`src/rtl/esc_pkg.sv`:
```
package esc_pkg;
  localparam logic [7:0] BYTE_ESC = 8'h1B;
  localparam logic [7:0] BYTE_ACK = 8'h06;
  localparam logic [7:0] BYTE_NAK = 8'h15;
  localparam logic [15:0] OP_NULL = 16'h0000;
  localparam logic [15:0] OP_VER  = 16'h0002;
  localparam int REPLY_MAX = 5;
  localparam int REPLY_NW  = $clog2(REPLY_MAX + 1);

  typedef enum logic [2:0] {
    PH_OPH, PH_OPL, PH_LNH, PH_LNL, PH_PAY, PH_CHK
  } phase_t;

  typedef enum logic {ST_ASLEEP, ST_AWAKE} sess_t;

  typedef struct packed {
    logic [REPLY_NW-1:0]              n;
    logic [REPLY_MAX-1:0][7:0]        b;
  } reply_t;

  function automatic logic [7:0] sum8(input logic [7:0] a, input logic [7:0] c);
    return a + c;
  endfunction

  function automatic reply_t mk_ack();
    reply_t r;
    r = '0;
    r.n = REPLY_NW'(1);
    r.b[0] = BYTE_ACK;
    return r;
  endfunction

  function automatic reply_t mk_nak(input logic [15:0] op);
    reply_t r;
    r = '0;
    r.n = REPLY_NW'(3);
    r.b[0] = BYTE_NAK;
    r.b[1] = op[15:8];
    r.b[2] = op[7:0];
    return r;
  endfunction

  function automatic reply_t mk_ver(input logic [7:0] maj, input logic [7:0] mnr,
                                    input logic [15:0] maxlen);
    reply_t r;
    r = '0;
    r.n = REPLY_NW'(5);
    r.b[0] = BYTE_ACK;
    r.b[1] = maj;
    r.b[2] = mnr;
    r.b[3] = maxlen[15:8];
    r.b[4] = maxlen[7:0];
    return r;
  endfunction
endpackage

```
`src/rtl/esc_tick_gen.sv`:
```
module esc_tick_gen #(
  parameter int TICK_DIV = 1000
) (
  input  logic clk,
  input  logic rst_n,
  output logic tick
);
  localparam int CW = (TICK_DIV > 1) ? $clog2(TICK_DIV) : 1;
  localparam logic [CW-1:0] LAST = CW'(TICK_DIV - 1);

  logic [CW-1:0] div_q;

  generate
    if (TICK_DIV <= 1) begin : g_every
      assign tick = 1'b1;
      always_ff @(posedge clk or negedge rst_n)
        if (!rst_n) div_q <= '0;
        else        div_q <= '0;
    end else begin : g_div
      assign tick = (div_q == LAST);
      always_ff @(posedge clk or negedge rst_n)
        if (!rst_n)    div_q <= '0;
        else if (tick) div_q <= '0;
        else           div_q <= div_q + 1'b1;
    end
  endgenerate
endmodule

```
`src/rtl/esc_wait_timer.sv`:
```
module esc_wait_timer #(
  parameter int WAIT_LOAD = 200
) (
  input  logic clk,
  input  logic rst_n,
  input  logic restart,
  input  logic run,
  input  logic tick,
  input  logic byte_in,
  output logic expire
);
  localparam int CW = $clog2(WAIT_LOAD + 1);
  localparam logic [CW-1:0] LOAD = CW'(WAIT_LOAD);

  logic [CW-1:0] cnt_q;
  logic [7:0]    rx_cnt_q;
  logic [7:0]    snap_q;
  logic [7:0]    rx_cnt_nx;
  logic          progress;

  assign rx_cnt_nx = rx_cnt_q + 8'(byte_in);
  assign progress  = (rx_cnt_q != snap_q) || byte_in;
  assign expire    = run && tick && !restart && !progress && (cnt_q <= CW'(1));

  always_ff @(posedge clk or negedge rst_n) begin
    if (!rst_n) begin
      cnt_q    <= '0;
      rx_cnt_q <= '0;
      snap_q   <= '0;
    end else begin
      rx_cnt_q <= rx_cnt_nx;
      if (restart) begin
        cnt_q  <= LOAD;
        snap_q <= rx_cnt_nx;
      end else if (run && tick) begin
        if (progress) begin
          cnt_q  <= LOAD;
          snap_q <= rx_cnt_nx;
        end else if (cnt_q != '0) begin
          cnt_q <= cnt_q - 1'b1;
        end
      end
    end
  end
endmodule

```
`src/rtl/esc_pkt_parser.sv`:
```
module esc_pkt_parser
  import esc_pkg::*;
(
  input  logic        clk,
  input  logic        rst_n,
  input  logic        clr,
  input  logic        byte_vld,
  input  logic [7:0]  byte_in,
  output logic        done,
  output logic        sum_ok,
  output logic        started,
  output logic [15:0] opcode,
  output logic [15:0] length
);
  phase_t      phase_q;
  logic [7:0]  sum_q;
  logic [15:0] op_q;
  logic [15:0] len_q;
  logic [15:0] rem_q;
  logic [15:0] len_full;

  assign len_full = {len_q[15:8], byte_in};
  assign done     = byte_vld && (phase_q == PH_CHK);
  assign sum_ok   = (sum8(sum_q, byte_in) == 8'h00);
  assign started  = (phase_q != PH_OPH);
  assign opcode   = op_q;
  assign length   = len_q;

  always_ff @(posedge clk or negedge rst_n) begin
    if (!rst_n) begin
      phase_q <= PH_OPH;
      sum_q   <= '0;
      op_q    <= '0;
      len_q   <= '0;
      rem_q   <= '0;
    end else if (clr) begin
      phase_q <= PH_OPH;
      sum_q   <= '0;
      op_q    <= '0;
      len_q   <= '0;
      rem_q   <= '0;
    end else if (byte_vld) begin
      sum_q <= sum8(sum_q, byte_in);
      unique case (phase_q)
        PH_OPH: begin op_q  <= {byte_in, 8'h00};  phase_q <= PH_OPL; end
        PH_OPL: begin op_q[7:0] <= byte_in;       phase_q <= PH_LNH; end
        PH_LNH: begin len_q <= {byte_in, 8'h00};  phase_q <= PH_LNL; end
        PH_LNL: begin
          len_q[7:0] <= byte_in;
          rem_q      <= len_full;
          phase_q    <= (len_full == 16'h0000) ? PH_CHK : PH_PAY;
        end
        PH_PAY: begin
          rem_q <= rem_q - 1'b1;
          if (rem_q == 16'h0001) phase_q <= PH_CHK;
        end
        PH_CHK: begin
          phase_q <= PH_OPH;
          sum_q   <= '0;
        end
        default: phase_q <= PH_OPH;
      endcase
    end
  end
endmodule

```
`src/rtl/esc_reply_buf.sv`:
```
module esc_reply_buf
  import esc_pkg::*;
(
  input  logic       clk,
  input  logic       rst_n,
  input  logic       load,
  input  reply_t     reply,
  input  logic       tx_ready,
  output logic       tx_valid,
  output logic [7:0] tx_data,
  output logic       busy
);
  reply_t              cur_q;
  logic [REPLY_NW-1:0] idx_q;
  logic                busy_q;

  assign busy     = busy_q;
  assign tx_valid = busy_q;

  always_comb begin
    tx_data = 8'h00;
    for (int i = 0; i < REPLY_MAX; i++)
      if (idx_q == REPLY_NW'(i)) tx_data = cur_q.b[i];
  end

  always_ff @(posedge clk or negedge rst_n) begin
    if (!rst_n) begin
      cur_q  <= '0;
      idx_q  <= '0;
      busy_q <= 1'b0;
    end else if (load) begin
      cur_q  <= reply;
      idx_q  <= '0;
      busy_q <= (reply.n != '0);
    end else if (busy_q && tx_ready) begin
      idx_q <= idx_q + 1'b1;
      if (idx_q == cur_q.n - REPLY_NW'(1)) busy_q <= 1'b0;
    end
  end
endmodule

```
`src/rtl/boot_escape_responder.sv`:
```
module boot_escape_responder
  import esc_pkg::*;
#(
  parameter int VER_MAJOR   = 1,
  parameter int VER_MINOR   = 0,
  parameter int MAX_PKT_LEN = 256,
  parameter int TICK_DIV    = 1000,
  parameter int WAIT_LOAD   = 200
) (
  input  logic       clk,
  input  logic       rst_n,
  input  logic [7:0] rx_data,
  input  logic       rx_valid,
  output logic       rx_ready,
  output logic [7:0] tx_data,
  output logic       tx_valid,
  input  logic       tx_ready,
  output logic       timed_out
);
  localparam logic [7:0]  MAJ  = 8'(VER_MAJOR);
  localparam logic [7:0]  MNR  = 8'(VER_MINOR);
  localparam logic [15:0] MAXL = 16'(MAX_PKT_LEN);

  sess_t       sess_q;
  logic        to_q;
  logic        reply_busy;
  logic        rx_fire;
  logic        esc_seen;
  logic        data_byte;
  logic        tick;
  logic        expire;
  logic        pkt_done;
  logic        pkt_ok;
  logic        pkt_started;
  logic [15:0] pkt_op;
  logic [15:0] pkt_len;
  logic        rep_load;
  reply_t      rep_next;

  assign rx_ready  = !reply_busy;
  assign rx_fire   = rx_valid && rx_ready;
  assign esc_seen  = rx_fire && (rx_data == BYTE_ESC);
  assign data_byte = rx_fire && !esc_seen && (sess_q == ST_AWAKE);
  assign timed_out = to_q;

  esc_tick_gen #(.TICK_DIV(TICK_DIV)) u_tick (
    .clk(clk), .rst_n(rst_n), .tick(tick)
  );

  esc_wait_timer #(.WAIT_LOAD(WAIT_LOAD)) u_timer (
    .clk(clk), .rst_n(rst_n),
    .restart(esc_seen),
    .run((sess_q == ST_AWAKE) && !reply_busy),
    .tick(tick), .byte_in(data_byte), .expire(expire)
  );

  esc_pkt_parser u_parse (
    .clk(clk), .rst_n(rst_n),
    .clr(esc_seen || expire),
    .byte_vld(data_byte), .byte_in(rx_data),
    .done(pkt_done), .sum_ok(pkt_ok), .started(pkt_started),
    .opcode(pkt_op), .length(pkt_len)
  );

  always_comb begin
    rep_load = 1'b0;
    rep_next = '0;
    if (esc_seen) begin
      rep_load = 1'b1;
      rep_next = mk_ack();
    end else if (pkt_done) begin
      rep_load = 1'b1;
      if (pkt_ok && pkt_op == OP_VER && pkt_len <= MAXL)
        rep_next = mk_ver(MAJ, MNR, MAXL);
      else
        rep_next = mk_nak(pkt_op);
    end else if (expire && pkt_started) begin
      rep_load = 1'b1;
      rep_next = mk_nak(pkt_op);
    end
  end

  esc_reply_buf u_reply (
    .clk(clk), .rst_n(rst_n),
    .load(rep_load), .reply(rep_next),
    .tx_ready(tx_ready), .tx_valid(tx_valid), .tx_data(tx_data),
    .busy(reply_busy)
  );

  always_ff @(posedge clk or negedge rst_n) begin
    if (!rst_n) begin
      sess_q <= ST_ASLEEP;
      to_q   <= 1'b0;
    end else if (esc_seen) begin
      sess_q <= ST_AWAKE;
      to_q   <= 1'b0;
    end else if (expire) begin
      sess_q <= ST_ASLEEP;
      to_q   <= 1'b1;
    end
  end
endmodule

```
`config.mk`:
```
export PLATFORM = sky130hd
export DESIGN_NAME = boot_escape_responder
export DESIGN_NICKNAME = d
export VERILOG_FILES = /design/src/rtl/esc_pkg.sv /design/src/rtl/esc_tick_gen.sv /design/src/rtl/esc_wait_timer.sv /design/src/rtl/esc_pkt_parser.sv /design/src/rtl/esc_reply_buf.sv /design/src/rtl/boot_escape_responder.sv
export SDC_FILE = /design/constraint.sdc
export NUM_CORES = 1
export LEC_CHECK = 0
export BUFFER_PORTS_ARGS = -buffer_cell sky130_fd_sc_hd__buf_2
export CAP_MARGIN = 30
export CELL_PAD_IN_SITES_DETAIL_PLACEMENT = 2
export CELL_PAD_IN_SITES_GLOBAL_PLACEMENT = 2
export CORE_UTILIZATION = 43
export CTS_CLUSTER_DIAMETER = 60
export DETAILED_ROUTE_END_ITERATION = 10
export GPL_TIMING_DRIVEN = 0
export MAX_ROUTING_LAYER = met4
export PLACE_DENSITY_LB_ADDON = 0.1
export SYNTH_ARGS = -nofsm -noshare
export SYNTH_HDL_FRONTEND = slang
export SYNTH_SLANG_ARGS = --single-unit
```
`constraint.sdc`:
```
create_clock -name clk -period 7.7 [get_ports clk]
set_clock_uncertainty 0.1 [all_clocks]
set_input_delay 0.385 -clock clk [delete_from_list [all_inputs] [get_ports clk]]
set_output_delay 0.385 -clock clk [all_outputs]
set_load 0.02 [all_outputs]
```
==> qor.yml, run 1 <==
outcome:
  outcome: "complete, no violations"
cells_and_area:
  drive_gt1_share_pct: 11.2
  fin_util_pct: 50.6
  nets: 767
  area.growth.synth_to_final_pct: 15.0
  n_antenna_cell: 0
  final_cell_area_um2: 7330
clocking:
  cts_buffers: 17
  ctsHtreeMaxLevel: 4
  clk_pin_slew_ns: 0.06
  cts_root_buf: "clkbuf_16"
  ctsResizeCount: 0
  clock_latency_ns: 0.43
  cts_tree: "built"
  cts_buffer_depth: 2
  cts.sinks: 119
floorplanning:
  io_pins: 23
  fp.dieArea_um2: 15300
  core_um2: 14500
  die_x_um: 124
  start_util_pct: 44.0
  core.rowCount: 44
  fp.dieH_um: 124
logic_synthesis:
  avgSynthCellArea_um2: 9.21
  ys_seq_area_share_pct: 46.7
  synthTopCellsByArea: "dfrtp_1 (47%), nand2_1 (4.9%), nor2_1 (4.4%), a21oi_1 (4.2%), ha_1 (3.9%)"
  syn_nets: 725
  synth_top_cell_area_share_pct: 46.7
  yosys-top-cells-count: "dfrtp_1 (119), nand2_1 (83), nor2_1 (74), a21oi_1 (53), o21ai_0 (46)"
  yosys_register_bits: 119
  synth.distinct_cells: 64
  async_reset_ff_share_pct: 100
  synth_edf_count: 0
  ys_warn_count: 0
  yosys.cell_count.top_type: "dfrtp_1"
  syn_area_um2: 6370
  synth_cells: 692
  synthFlopType: "dfrtp_1"
  yosys.area.top_type: "dfrtp_1"
grt:
  grt_start_max_net_pins: 65
  grt_pass1_wl_um: 37000
  first_global_vias: 6399
  grt_usage_pct: 34.1
  antenna_found_initial: 0
  grt.overflow.total: 0
power_and_ir_drop:
  peakVddDrop_mv: 0.152
  pwr_density_cell_nw_per_um2: 306
  p_leak_nw: 3.35
  power.total_w: 0.00224
min_path:
  hold_path_class: "primary input to register"
  hold_end: "u_reply.idx_q[1]"
  holdPathStages: 3
  min_from: "tx_ready"
placement:
  numPortBuffers: 21
  dpl-instance-area_um2: 6740
  gp_congestion: 0.856
  dpl.hpwl_um: 14800
detailed_routing:
  drtPass1Iterations: 5
  drt-initial-drc-count: 297
  vias: 5840
  drcViolationCount: 0
  antenna_left: 0
  m1WireLength_um: 9960
  routed.top_layer: "met4"
  wl_met3_um: 909
  wl_met2_um: 12200
  totalWireLength_um: 23800
  viasPerCell: 6.27
  wl_per_cell_um: 25.6
worst_setup_path:
  cp.required_ns: 7.87
  reg2reg_to: "u_parse.sum_q[7]"
  path_class: "register to register"
  reg2regPathDepth: 9
  endpoint_kind: "register"
  reg2reg_from: "u_tick.div_q[0]"
  cp_max_fo: 10
  crit_arrival_ns: 3.50
  worstSetupStartpointType: "register"
  r2r_setup_slack_ns: 4.37
sta:
  fin_crit_sh_pct: 43.2
  hold_viol: 0
  setup_viol_count_final: 0
  fin_crit_ns: 3.33
  fin_tns_setup_ns: 0
  fmax_mhz: 300
  rsz0062_at_grt: "false"
  maxSlewViolCount: 0
  worst_slew_pin_slew_ns: 0.880
  whs_ns: 0.204
  relSlewSlack_pct: 40.8
run:
  maxCapViolations: 0
cell families (layout without fill, tap and decap cells):
kind of cell,count (synthesis),count (layout),synth area share (%)
mux,19,19,3.16
simple gates,283,283,22.0
compound gates,159,159,15.5
buf+inv,58,113,3.87
fa+ha+maj,21,21,4.24
flops,119,119,46.7
xor+xnor,33,33,4.53
timing repair:
action | 4_1_cts | 5_1_grt
buffers inserted | 0 | 0
hold endpoints to repair | 55 | 0
hold buffers | 1 | 0
endpoints found under the setup margin | 0 | 0
worst max-delay path, cell delays in order (launching register included):
cell	delay, ns
dfrtp_1	0.41
ha_1	0.24
nand4b_1	0.23
nor3_2	0.62
and3_1	0.33
nand2_1	0.08
nand2_1	0.14
buf_2	0.33
buf_1	0.53
nor2_1	0.15
worst max path at each step:
stage / slack, ns / endpoint / startpoint / cells after the start
floorplan: 5.07 / u_timer.snap_q[6] / u_reply.busy / 11
global placement: 4.57 / u_reply.cur_q[24] / rx_data[0] / 10
detailed placement: 4.42 / u_reply.cur_q[24] / rx_data[0] / 10
CTS: 4.40 / u_parse.sum_q[7] / u_tick.div_q[0] / 9
global route: 4.21 / u_parse.sum_q[7] / u_tick.div_q[0] / 9
finish: 4.37 / u_parse.sum_q[7] / u_tick.div_q[0] / 9
registers in the layout (all words and copies together) (netlist names):
signal and cells:
u_reply.cur_q 20, u_parse.opcode 16, u_parse.rem_q 16, u_reply.idx_q 3
u_parse.phase_q 3, timed_out 1, u_timer.rx_cnt_q 8, u_parse.sum_q 8
u_reply.busy 1, u_timer.cnt_q 8, u_timer.snap_q 8, u_tick.div_q 10
u_parse.length 16, sess_q 1
report_power, final:
group / switching, W / internal [W]
clock network: 0.000319 / 0.000483
registers: 0.0000889 / 0.000704
logic: 0.000430 / 0.000220
total: 0.000838 / 0.00141
routing by layer:
metal,track usage [%],up-vias
li1,-,2544
met1,40.4,3084
met2,57.1,146
met3,4.85,66
met4,16.2,0
met5,-,-
per-stage QoR:
stage / instances / setup slack, ns
global placement: 897 / 4.57
finish: 931 / 4.37
global route: 931 / 4.21
detailed placement: 898 / 4.42
CTS: 931 / 4.40
floorplan: 692 / 5.07
cells in the final DEF, fill, tap and decap left out, types with 4 or more instances in the layout:
| master | count |
|---|---|
| nor3_1 | 13 |
| a21oi_1 | 53 |
| and2_1 | 4 |
| nand2_1 | 83 |
| o31ai_1 | 5 |
| clkbuf_16 | 17 |
| dfrtp_1 | 119 |
| mux2_2 | 6 |
| a22oi_1 | 11 |
| o21a_1 | 5 |
| clkinvlp_4 | 4 |
| nor4_1 | 16 |
| buf_2 | 28 |
| o21ai_0 | 46 |
| or3_1 | 6 |
| o31a_1 | 4 |
| a221o_1 | 4 |
| mux2i_1 | 10 |
| nand3_1 | 34 |
| clkbuf_1 | 24 |
| and3_1 | 9 |
| nor2_1 | 74 |
| inv_1 | 22 |
| clkinv_2 | 4 |
| nand4_1 | 8 |
| xor2_1 | 11 |
| ha_1 | 20 |
| xnor2_1 | 22 |
| nand2b_1 | 10 |
area by class of cell:
| class | instances | area, um^2 |
|---|---|---|
| fillers | 1534 | 7150 |
| multi-input cells | 515 | 3150 |
| flip-flops and latches | 119 | 2980 |
| clock buffers | 20 | 447 |
| well taps | 184 | 230 |
| plain buffers | 36 | 164 |
| repair buffers | 23 | 149 |
| clock inverters | 12 | 128 |
| inverters | 22 | 82.6 |
Note: power is estimated with default switching activity, not from simulation.
==> run 2: changes to the inputs <==
CORE_UTILIZATION = 36   (was 43)
clock period = 2.9 ns   (was 7.7 ns; I/O delays follow)
==> run 2 against run 1 <==
Effect of this change: wire length is 13% lower; power grew to 2.6 times the previous value; critical endpoint is now u_parse.rem_q[13]; non-clock buffer count is 11 higher; sequential cell count stayed put; first-iteration DRC count is 21% lower; core utilization is 7.1 points lower; highest routed layer unchanged; clock-buffer cell count is 3 higher.
==> qor.yml, run 2 (same netlist as run 1, synthesis figures left out) <==
cells_and_area:
  regMostFlops: "u_reply.cur_q"
  nets: 778
  final_cells: 983
  largest_reg_flops: 20
  drive_gt1_share_pct: 12.8
  final_common_cell: "dfrtp_1"
  area.sequential_um2: 2980
  fill_cells: 1913
  area.growth.synth_to_final_pct: 17.9
  mostFrequentLayoutCells: "dfrtp_1 (118), nand2_1 (83), nor2_1 (74), a21oi_1 (53), o21ai_0 (45)"
  n_antenna_cell: 0
  multiInputGateArea_um2: 3190
worst_setup_path:
  reg2reg_from: "u_parse.sum_q[0]"
  path_class: "primary input to register"
  cp.required_ns: 3.14
  reg2regPathDepth: 10
  r2r_setup_slack_ns: 0.15
  crit_arrival_ns: 3.01
  worstSetupStartpointType: "primary input"
  endpoint_kind: "register"
  reg2reg_to: "u_reply.cur_q[8]"
  cp_max_fo: 10
detailed_routing:
  viasPerCell: 5.63
  antenna_left: 0
  drtPass1Iterations: 5
  vias: 5532
  wl_per_cell_um: 21.1
  totalWireLength_um: 20800
  drt-initial-drc-count: 234
  drcViolationCount: 0
placement:
  gp_congestion: 0.815
  numPortBuffers: 21
  dp.cells: 939
  dpl.hpwl_um: 14300
clocking:
  cts_buffers: 17
  cts_buffer_depth: 2
  cts_tree: "built"
  cts_root_buf: "clkbuf_16"
  clock_latency_ns: 0.43
  cts.sinks: 119
  ctsHtreeMaxLevel: 4
  clk_pin_slew_ns: 0.06
grt:
  antenna_found_initial: 0
  grt_start_max_net_pins: 76
  grt_pass1_wl_um: 33800
  grt.overflow.total: 0
  grt_usage_pct: 25.2
  first_global_vias: 6067
min_path:
  hold_end: "u_parse.length[8]"
  min_from: "rx_data[0]"
  holdPathStages: 3
  hold_path_class: "primary input to register"
sta:
  worst_slew_pin_slew_ns: 0.831
  hold_viol: 0
  fin_crit_ns: 2.77
  setup_viol_count_final: 0
  fin_crit_sh_pct: 95.4
  fmax_mhz: 361
  maxSlewViolCount: 0
  whs_ns: 0.0110
  relSlewSlack_pct: 44.1
power_and_ir_drop:
  pwr_density_cell_nw_per_um2: 774
  p_leak_nw: 3.44
  peakVddDrop_mv: 0.441
outcome:
  outcome: "complete, no violations"
floorplanning:
  fp.dieH_um: 135
  core.rowCount: 48
  io_pins: 23
  start_util_pct: 36.9
  core_um2: 17300
  die_x_um: 135
  fp.dieArea_um2: 18200
run:
  maxCapViolations: 0
run 2: stage by stage:
| stage | total power (W) | utilization (%) | cell area, um^2 | setup WS, ns | setup TNS (ns) |
|---|---|---|---|---|---|
| 2_1_floorplan | 0.00316 | - | 6370 | 0.275 | 0 |
| 3_3_place_gp | 0.00361 | 39.1 | 6760 | -0.276 | -8.00 |
| 3_5_place_dp | 0.00372 | 39.3 | 6800 | -0.327 | -4.72 |
| 4_1_cts | 0.00586 | 43.2 | 7470 | 0.000896 | 0 |
| 5_1_grt | 0.00615 | 43.5 | 7520 | -0.0115 | -0.0208 |
| 6_report | 0.00582 | 43.5 | 7520 | 0.132 | 0 |
run 2: metal layers:
| metal | part of all wire, % | vias up | track usage [%] |
|---|---|---|---|
| li1 | - | 2566 | - |
| met1 | 46 | 2869 | 32.8 |
| met2 | 49 | 83 | 40.2 |
| met3 | 3.6 | 14 | 4.73 |
| met4 | 1.0 | 0 | 6.74 |
| met5 | 0 | - | - |
run 2: critical path, cell delays in order:
cell           delay [ns]
dlygate4sd3_1        0.52
buf_2                0.20
nor4_4               0.41
a21bo_2              0.20
buf_6                0.14
inv_2                0.07
o21a_1               0.10
buf_2                0.20
a211oi_2             0.46
buf_2                0.32
o21ai_0              0.14
o21ai_0              0.09
run 2: timing repair:
item	in CTS	in global routing
setup endpoints to repair	49	58
hold endpoints to repair	50	0
pin swaps	1	1
hold buffers	6	0
resized for setup	10	5
buffers inserted	1	5
run 2: worst max path at each step:
stage / start / end / slack (ns)
after CTS: u_reply.busy / u_timer.snap_q[6] / 0.0009
after global placement: rx_data[0] / u_reply.cur_q[24] / -0.28
after floorplan: u_reply.busy / u_timer.snap_q[6] / 0.27
after detailed placement: rx_data[0] / u_reply.cur_q[24] / -0.33
final: rx_data[7] / u_parse.rem_q[13] / 0.13
after global routing: u_parse.sum_q[0] / u_reply.cur_q[8] / -0.01
run 2: cell type report:
cell class                      instances  area share (%)
Buffer                                 36            2.31
Clock buffer                           23            6.22
Clock inverter                          9            1.33
Inverter                               22            1.10
Multi-Input combinational cell        515            42.4
Sequential cell                       119            39.6
Tap cell                              225            3.74
Timing Repair Buffer                   34            3.25
run 2: power breakdown:
group	total, W	switching [W]	internal, W
Sequential	0.00208	0.000210	0.00187
Combinational	0.00167	0.00107	0.000602
Clock	0.00207	0.000766	0.00130
==> run 3: changes to the inputs <==
PLACE_DENSITY = 0.72   (was not set)
PLACE_DENSITY_LB_ADDON = not set   (was 0.1)
==> run 3 against run 2 <==
Effect of this change: via count down 0.20%; worst setup slack worse by 0.011 ns; maximum frequency down 0.39%; clock-buffer cell count down 6; sequential cell count unchanged; global-route usage about the same; non-clock buffer count down 1; power up 6.5%; largest cell class unchanged.
==> qor.yml, run 3 (same netlist as run 1, synthesis figures left out) <==
outcome:
  outcome: "complete, no violations"
worst_setup_path:
  crit_arrival_ns: 3.04
  cp.required_ns: 3.16
  worstSetupStartpointType: "register"
  endpoint_kind: "register"
  cp_max_fo: 5
  path_class: "register to register"
floorplanning:
  fp.dieArea_um2: 18200
  fp.dieH_um: 135
  die_x_um: 135
  start_util_pct: 36.9
  io_pins: 23
  core_um2: 17300
  core.rowCount: 48
sta:
  fin_crit_ns: 2.78
  maxSlewViolCount: 0
  fmax_mhz: 360
  worst_slew_pin_slew_ns: 0.894
  setup_viol_count_final: 0
  whs_ns: 0.0170
  layout_setup_ws_ns: 0.122
  fin_crit_sh_pct: 95.8
  relSlewSlack_pct: 39.8
  hold_viol: 0
cells_and_area:
  area.growth.synth_to_final_pct: 19.4
  regMostFlops: "u_reply.cur_q"
  largest_reg_flops: 20
  fill_cells: 1915
  n_antenna_cell: 0
  final_common_cell: "dfrtp_1"
  nets: 777
  mostFrequentLayoutCells: "dfrtp_1 (118), nand2_1 (83), nor2_1 (74), a21oi_1 (53), o21ai_0 (45)"
  final_cells: 982
  drive_gt1_share_pct: 13.3
clocking:
  clk_pin_slew_ns: 0.06
  cts_root_buf: "clkbuf_16"
  cts_tree: "built"
  clock_latency_ns: 0.43
  cts.sinks: 119
  cts_buffers: 17
  ctsHtreeMaxLevel: 4
  cts_buffer_depth: 2
placement:
  gp_congestion: 0.778
  dp.cells: 939
  numPortBuffers: 21
  dpl.hpwl_um: 14200
  pre_cts_ws_ns: -0.121
detailed_routing:
  drtPass1Iterations: 4
  viasPerCell: 5.62
  drt-initial-drc-count: 217
  antenna_left: 0
  wl_per_cell_um: 21.2
  totalWireLength_um: 20800
  drcViolationCount: 0
  vias: 5521
grt:
  grt_start_max_net_pins: 95
  antenna_found_initial: 0
  first_global_vias: 6222
  grt.overflow.total: 0
  grt_pass1_wl_um: 33800
  grt_usage_pct: 25.2
power_and_ir_drop:
  p_leak_nw: 3.48
  peakVddDrop_mv: 0.439
  pwr_density_cell_nw_per_um2: 815
run:
  maxCapViolations: 0
min_path:
  hold_path_class: "primary input to register"
-- run 3: cell types whose count changed in the layout (fill, tap and decap cells not counted) --
cell | previous run | this run
a211oi_1 | 1 | 2
a211oi_2 | 1 | 0
buf_4 | 7 | 8
bufinv_16 | 2 | 6
clkbuf_1 | 26 | 22
clkbuf_8 | 2 | 0
clkinv_2 | 5 | 1
clkinv_4 | 0 | 6
dlygate4sd3_1 | 6 | 4
ha_1 | 19 | 18
ha_2 | 1 | 2
inv_1 | 21 | 22
inv_2 | 1 | 0
-- run 3: cell type report --
cell class | count | area, um^2 | area share [%]
multi-input combinational | 515 | 3190 | 41.9
sequential | 119 | 2980 | 39.1
clock buffer | 17 | 425 | 5.59
tap | 225 | 282 | 3.70
clock inverter | 15 | 253 | 3.32
timing repair buffer | 33 | 231 | 3.04
buffer | 36 | 174 | 2.28
inverter | 22 | 82.6 | 1.08
-- run 3: what timing repair did --
action,CTS,global route
resized for setup,7,7
hold buffers,4,0
setup endpoints to repair,35,38
setup buffers,0,7
hold endpoints to repair,122,0
pin swaps,0,2
gates cloned,0,0
-- run 3: worst paths after layout --
path,startpoint,cells past startpoint,slack (ns),end
setup / recovery,u_parse.sum_q[0],10,0.12,u_reply.cur_q[24]
hold / removal,rx_data[0],3,0.02,u_parse.length[8]
setup reg to reg,u_parse.sum_q[0],10,0.12,u_reply.cur_q[24]
hold reg to reg,u_tick.div_q[0],1,0.38,u_tick.div_q[0]
max in group asynchronous,rst_n,3,1.87,u_parse.rem_q[11]
min in group asynchronous,rst_n,2,0.05,u_reply.idx_q[0]
-- run 3: per-layer routing --
layer | share of wire (%) | vias up | track usage (%) | wire, um
met4 | 1.4 | 0 | 7.93 | 287
li1 | - | 2561 | - | -
met3 | 3.9 | 26 | 3.60 | 820
met1 | 43 | 2851 | 30.2 | 8940
met2 | 52 | 83 | 43.7 | 10800
met5 | 0 | - | - | 0
-- run 3: per-stage QoR --
| step | TNS, ns | instance area, um^2 | utilization [%] | power [W] |
|---|---|---|---|---|
| detailed placement | -1.75 | 6800 | 39.3 | 0.00370 |
| CTS | 0 | 7540 | 43.6 | 0.00622 |
| floorplan | 0 | 6370 | - | 0.00316 |
| global route | -0.0303 | 7610 | 44.0 | 0.00652 |
| finish | 0 | 7610 | 44.0 | 0.00620 |
| global placement | -1.47 | 6760 | 39.1 | 0.00360 |
-- run 3: worst max-delay path, cell delays in order (launching register included) --
cell       delay, ns
dfrtp_1         0.36
ha_1            0.18
inv_1           0.07
fa_1            0.52
nor4bb_4        0.22
nand3_1         0.11
a211o_1         0.28
nand4bb_1       0.24
nor4_4          0.30
buf_4           0.19
o21a_1          0.14
-- run 3: power breakdown --
group | internal, W | total [W] | switching, W
logic | 0.000612 | 0.00168 | 0.00107
registers | 0.00187 | 0.00208 | 0.000205
clock network | 0.00162 | 0.00244 | 0.000829
total | 0.00410 | 0.00620 | 0.00211
